**src/rtl/bta_pkg.sv**
```systemverilog
package bta_pkg;

   typedef enum logic [1:0] {
      ARB_IDLE = 2'd0,
      ARB_REQ  = 2'd1,
      ARB_BUSY = 2'd2
   } arb_state_t;

   localparam logic DIR_WRITE = 1'b1;
   localparam logic DIR_READ  = 1'b0;

endpackage

```
**src/rtl/bta_level_judge.sv**
```systemverilog
module bta_level_judge #(
   parameter int IN_DEPTH    = 32,
   parameter int OUT_DEPTH   = 32,
   parameter int BURST_WORDS = 8,
   parameter int BYPASS_EN   = 1,
   localparam int IN_LVL_W   = $clog2(IN_DEPTH + 1),
   localparam int OUT_LVL_W  = $clog2(OUT_DEPTH + 1)
) (
   input  logic [IN_LVL_W-1:0]  in_level,
   input  logic [OUT_LVL_W-1:0] out_level,
   input  logic                 store_empty,
   input  logic                 store_full,
   output logic                 wr_ok,
   output logic                 rd_ok,
   output logic                 byp_ok
);

   localparam logic [IN_LVL_W-1:0]  IN_THRESH = IN_LVL_W'(BURST_WORDS);
   localparam logic [OUT_LVL_W-1:0] OUT_MAX   = OUT_LVL_W'(OUT_DEPTH - BURST_WORDS);
   localparam logic [OUT_LVL_W-1:0] OUT_TOP   = OUT_LVL_W'(OUT_DEPTH);

   logic in_has_burst;
   logic out_has_room;

   always_comb begin
      in_has_burst = (in_level >= IN_THRESH);
      out_has_room = (out_level <= OUT_MAX);
      wr_ok        = in_has_burst && !store_full;
      rd_ok        = !store_empty && out_has_room && !in_has_burst;
   end

   generate
      if (BYPASS_EN != 0) begin : g_bypass
         always_comb begin
            byp_ok = store_empty && !in_has_burst
                     && (in_level != '0) && (out_level < OUT_TOP);
         end
      end else begin : g_no_bypass
         always_comb byp_ok = 1'b0;
      end
   endgenerate

endmodule

```
**src/rtl/bta_store_counter.sv**
```systemverilog
module bta_store_counter #(
   parameter int CAP_BURSTS = 1024,
   localparam int CNT_W     = $clog2(CAP_BURSTS + 1)
) (
   input  logic             clk,
   input  logic             rst_n,
   input  logic             inc,
   input  logic             dec,
   output logic [CNT_W-1:0] count,
   output logic             empty,
   output logic             full
);

   localparam logic [CNT_W-1:0] CAP = CNT_W'(CAP_BURSTS);

   logic [CNT_W-1:0] count_q;

   always_ff @(posedge clk) begin
      if (!rst_n) begin
         count_q <= '0;
      end else if (inc && !dec && (count_q != CAP)) begin
         count_q <= count_q + 1'b1;
      end else if (dec && !inc && (count_q != '0)) begin
         count_q <= count_q - 1'b1;
      end
   end

   always_comb begin
      count = count_q;
      empty = (count_q == '0);
      full  = (count_q == CAP);
   end

endmodule

```
**src/rtl/bta_sticky_flag.sv**
```systemverilog
module bta_sticky_flag (
   input  logic clk,
   input  logic rst_n,
   input  logic set,
   output logic flag
);

   logic flag_q;

   always_ff @(posedge clk) begin
      if (!rst_n) begin
         flag_q <= 1'b0;
      end else if (set) begin
         flag_q <= 1'b1;
      end
   end

   assign flag = flag_q;

endmodule

```
**src/rtl/burst_traffic_arbiter.sv**
```systemverilog
module burst_traffic_arbiter
   import bta_pkg::*;
#(
   parameter int WORD_BYTES  = 2,
   parameter int BURST_BYTES = 16,
   parameter int IN_DEPTH    = 32,
   parameter int OUT_DEPTH   = 32,
   parameter int CAP_BURSTS  = 1024,
   parameter int BYPASS_EN   = 1
) (
   input  logic                              clk,
   input  logic                              rst_n,
   input  logic [$clog2(IN_DEPTH+1)-1:0]     in_level,
   input  logic                              in_push,
   input  logic [$clog2(OUT_DEPTH+1)-1:0]    out_level,
   output logic                              burst_req,
   output logic                              burst_dir,
   input  logic                              burst_grant,
   input  logic                              burst_done,
   output logic                              byp_move,
   output logic [$clog2(CAP_BURSTS+1)-1:0]   stored_cnt,
   output logic                              store_full,
   output logic                              in_ovf
);

   localparam int BURST_WORDS = BURST_BYTES / WORD_BYTES;
   localparam int IN_LVL_W    = $clog2(IN_DEPTH + 1);
   localparam int OUT_LVL_W   = $clog2(OUT_DEPTH + 1);
   localparam int CNT_W       = $clog2(CAP_BURSTS + 1);
   localparam logic [IN_LVL_W-1:0] IN_TOP = IN_LVL_W'(IN_DEPTH);

   generate
      if (WORD_BYTES < 1 || BURST_BYTES % WORD_BYTES != 0) begin : g_bad_word
         $error("burst size must be a whole number of words");
      end
      if (BURST_WORDS < 2 || BURST_WORDS > IN_DEPTH || BURST_WORDS > OUT_DEPTH) begin : g_bad_burst
         $error("each queue must hold at least one burst of two or more words");
      end
      if (CAP_BURSTS < 1) begin : g_bad_cap
         $error("store capacity must be at least one burst");
      end
   endgenerate

   arb_state_t state_q;
   logic       dir_q;
   logic       wr_ok, rd_ok, byp_ok;
   logic       st_empty, st_full;
   logic       cnt_inc, cnt_dec;
   logic       finish;

   bta_level_judge #(
      .IN_DEPTH    (IN_DEPTH),
      .OUT_DEPTH   (OUT_DEPTH),
      .BURST_WORDS (BURST_WORDS),
      .BYPASS_EN   (BYPASS_EN)
   ) u_judge (
      .in_level    (in_level),
      .out_level   (out_level),
      .store_empty (st_empty),
      .store_full  (st_full),
      .wr_ok       (wr_ok),
      .rd_ok       (rd_ok),
      .byp_ok      (byp_ok)
   );

   always_ff @(posedge clk) begin
      if (!rst_n) begin
         state_q <= ARB_IDLE;
         dir_q   <= DIR_READ;
      end else begin
         unique case (state_q)
            ARB_IDLE: begin
               if (wr_ok) begin
                  state_q <= ARB_REQ;
                  dir_q   <= DIR_WRITE;
               end else if (rd_ok) begin
                  state_q <= ARB_REQ;
                  dir_q   <= DIR_READ;
               end
            end
            ARB_REQ: begin
               if (burst_grant) state_q <= ARB_BUSY;
            end
            ARB_BUSY: begin
               if (burst_done) state_q <= ARB_IDLE;
            end
            default: state_q <= ARB_IDLE;
         endcase
      end
   end

   always_comb begin
      finish  = (state_q == ARB_BUSY) && burst_done;
      cnt_inc = finish && (dir_q == DIR_WRITE);
      cnt_dec = finish && (dir_q == DIR_READ);
   end

   bta_store_counter #(
      .CAP_BURSTS (CAP_BURSTS)
   ) u_store (
      .clk   (clk),
      .rst_n (rst_n),
      .inc   (cnt_inc),
      .dec   (cnt_dec),
      .count (stored_cnt),
      .empty (st_empty),
      .full  (st_full)
   );

   bta_sticky_flag u_ovf (
      .clk   (clk),
      .rst_n (rst_n),
      .set   (in_push && (in_level == IN_TOP)),
      .flag  (in_ovf)
   );

   always_comb begin
      burst_req  = (state_q == ARB_REQ);
      burst_dir  = dir_q;
      byp_move   = (state_q == ARB_IDLE) && byp_ok;
      store_full = st_full;
   end

endmodule

```
**config.mk**
```make
export PLATFORM = sky130hd
export DESIGN_NAME = burst_traffic_arbiter
export DESIGN_NICKNAME = d
export VERILOG_FILES = /design/src/rtl/bta_pkg.sv /design/src/rtl/bta_level_judge.sv /design/src/rtl/bta_store_counter.sv /design/src/rtl/bta_sticky_flag.sv /design/src/rtl/burst_traffic_arbiter.sv
export SDC_FILE = /design/constraint.sdc
export NUM_CORES = 1
export LEC_CHECK = 0
export BUFFER_PORTS_ARGS = -buffer_cell sky130_fd_sc_hd__buf_4
export CAP_MARGIN = 10
export CORE_MARGIN = 5
export CORE_UTILIZATION = 40
export DETAILED_ROUTE_END_ITERATION = 7
export PLACE_DENSITY = 0.64
export SLEW_MARGIN = 20
export SYNTH_ARGS = -nofsm -noshare
export SYNTH_HDL_FRONTEND = slang
export SYNTH_HIERARCHICAL = 1
export SYNTH_SLANG_ARGS = --single-unit
```
**constraint.sdc**
```tcl
create_clock -name clk -period 4.2 [get_ports clk]
set_input_delay 0.63 -clock clk [delete_from_list [all_inputs] [get_ports clk]]
set_output_delay 0.63 -clock clk [all_outputs]
set_load 0.02 [all_outputs]
```
==> flow_summary.yaml <==
status:
  status: "finished clean"
sta:
  maxSlewViolCount: 0
  fin_skew_ns: 0.004339
  finalCritPeriodShare_pct: 83.36
  tightest_slew_ns: 0.7352
  setup_ws_ns: 0.6988
  finalSetupTns_ns: 0
  finalSetupViolCount: 0
  timing.slew.headroom_pct: 50.82
  rsz0062_at_grt: "no"
  hold_slack_ns: 0.4839
  max_freq_mhz: 285.6
  min_period_ns: 3.501
  hold_violations: 0
worst_setup_path:
  rrSetupSlack_ns: 0.70
  rr_endpoint: "u_store/count[10]"
  cp-start-kind: "flop"
  rr_startpoint: "u_store/count[5]"
  critPathLaunch: "u_store/count[5]"
  r2r_cells: 8
  crit_fanout: 12
  endpoint: "u_store/count[10]"
  required_ns: 4.43
  end_kind: "flop"
  crit_type: "reg2reg"
  arrival_ns: 3.73
drt:
  remaining_drc_errors: 0
  ant_nets: 0
  wl_per_cell_um: 15.16
  dr.first_iter.drc_count: 54
  viasPerCell: 5.754
  first_pass_iters: 4
  wl_um: 2956
  num_vias: 1122
floorplanning:
  ios: 33
  rows: 19
  core_um2: 2758
  chipHeight_um: 63.47
  die_area_um2: 4028
  die_w_um: 63.47
  start_util_pct: 41.47
clock_tree:
  postCtsHoldBufs: 0
  clk_pin_slew_ns: 0.10
  clockRootBuffer: "clkbuf_4"
  clock_latency_ns: 0.29
  cts_setup_buffers: 0
  clockBufferDepth: 2
  numCtsBuffers: 3
  cts_tree: "yes"
  htreeDepth: 1
  clkSinkCount: 15
  cts_resized: 0
power_and_ir_drop:
  clock_power_share_pct: 25.3
  p_leak_nw: 0.6209
  switching_share_pct: 31.44
  power_mw: 0.3378
  p_switching_mw: 0.1062
  cellInternalPower_mw: 0.2316
  combinationalPowerShare_pct: 28.7
  seqPwrFrac_pct: 46.0
  power.density_nw_per_um2: 235.0
  ir_drop_mv: 0.1590
synthesis:
  synthArstFlopShare_pct: 0
  synth_flop_cell: "dfxtp_1"
  yosys_warnings: 6
  syn_area_um2: 1144
  syn_avg_cell_area_um2: 8.664
  synth.net_count: 159
  ys_seq_elements: 15
  synth-edff-count: 0
  yosysSeqAreaShare_pct: 26.26
  synth_cells: 132
  yosysUniqueCellTypes: 47
global_route:
  antenna_found_initial: 0
  grt.total_usage_pct: 14.90
  grt_remaining_overflow: 0
  grt_pass1_vias: 1125
  grt_pass1_wl_um: 4961
  grt_max_degree: 13
layout:
  design_area_um2: 1438
  utilization_pct: 52.13
  final_cells: 195
  diodes: 0
  final_cell_mix: "32 x buf_4, 18 x nand2_1, 15 x dfxtp_1"
  final_common_cell: "buf_4"
  drive_gt1_share_pct: 27.44
  fin_nets: 192
  syn2layout_area_growth_pct: 25.71
place:
  dp.cells: 191
  finalWeightedCongestion: 0.8158
  dp_worst_setup_slack_ns: 0.4317
  place_area_um2: 1399
  dpl.hpwl_um: 2229
  portBuffers: 32
flow_run:
  max_cap_violations: 0
hold_path:
  hold_depth: 1
  hold_class: "reg2reg"
## synthesized netlist by cell type (3+ instances only)
master    count  area share, %
a211oi_1      5            3.3
a21o_1        6            3.9
a21oi_1       8            3.5
dfxtp_1      15             26
ha_1          9            9.8
inv_1         3           0.98
nand2_1      18            5.9
nor2_1        8            2.6
nor3_1        3            1.3
nor3b_1       3            2.0
xnor2_1       6            4.6
## critical path, stage by stage, from the launching register on
cell and delay, ns:
dfxtp_1 0.35, or4_4 0.58, o41ai_4 0.69, ha_1 0.42, and3_1 0.21, a221oi_1 0.49, a211oi_1 0.18, mux4_2 0.45
nor2_1 0.08
## registers in the layout (all words and copies together), names as in the netlist
| register | cells |
|---|---|
| u_store/count | 11 |
| state_q | 2 |
| burst_dir | 1 |
| u_ovf/flag | 1 |
## cell families after synthesis
| group | after synthesis | share of synthesized area (%) |
|---|---|---|
| and+or+nand+nor | 55 | 27.35 |
| DFF | 15 | 26.26 |
| xor gates and xnor gates | 8 | 6.127 |
| buffers and inverters | 7 | 3.063 |
| adders and majority gates | 10 | 11.60 |
| AOI/OAI and AO/OA | 36 | 23.63 |
| muxes | 1 | 1.969 |
## power groups by stage
| stage | clock network (mW) | logic (mW) | registers, mW |
|---|---|---|---|
| 5_1_grt | 0.100 | 0.106 | 0.157 |
| 2_1_floorplan | 0 | 0.0618 | 0.160 |
| 6_report | 0.0854 | 0.0970 | 0.155 |
| 3_5_place_dp | 0 | 0.0950 | 0.159 |
| 4_1_cts | 0.0907 | 0.0959 | 0.155 |
| 3_3_place_gp | 0 | 0.0941 | 0.158 |
## per-layer routing
metal,global-route usage (%),part of all wire (%),up-vias
met2,24.87,49,31
met3,4.085,6.6,2
met4,6.494,0.58,0
li1,-,-,565
met5,0,0,-
met1,17.64,44,524
## area by class of cell
| type | count | area [um^2] |
|---|---|---|
| fill | 270 | 1320 |
| multi-input combinational | 110 | 819.5 |
| sequential | 15 | 300.3 |
| timing repair buffer | 32 | 240.2 |
| tap | 31 | 38.79 |
| clock buffer | 3 | 22.52 |
| inverter | 3 | 11.26 |
| clock inverter | 1 | 5.005 |
## worst min-delay path by stage
stage	startpoint	end	slack, ns
2_1_floorplan	state_q[1]	state_q[0]	0.50
3_3_place_gp	u_ovf/flag	u_ovf/flag	0.45
3_5_place_dp	u_ovf/flag	u_ovf/flag	0.47
4_1_cts	u_ovf/flag	u_ovf/flag	0.49
5_1_grt	u_store/count[6]	u_store/count[6]	0.52
6_report	u_ovf/flag	u_ovf/flag	0.48
(Power assumes the default switching activity.)
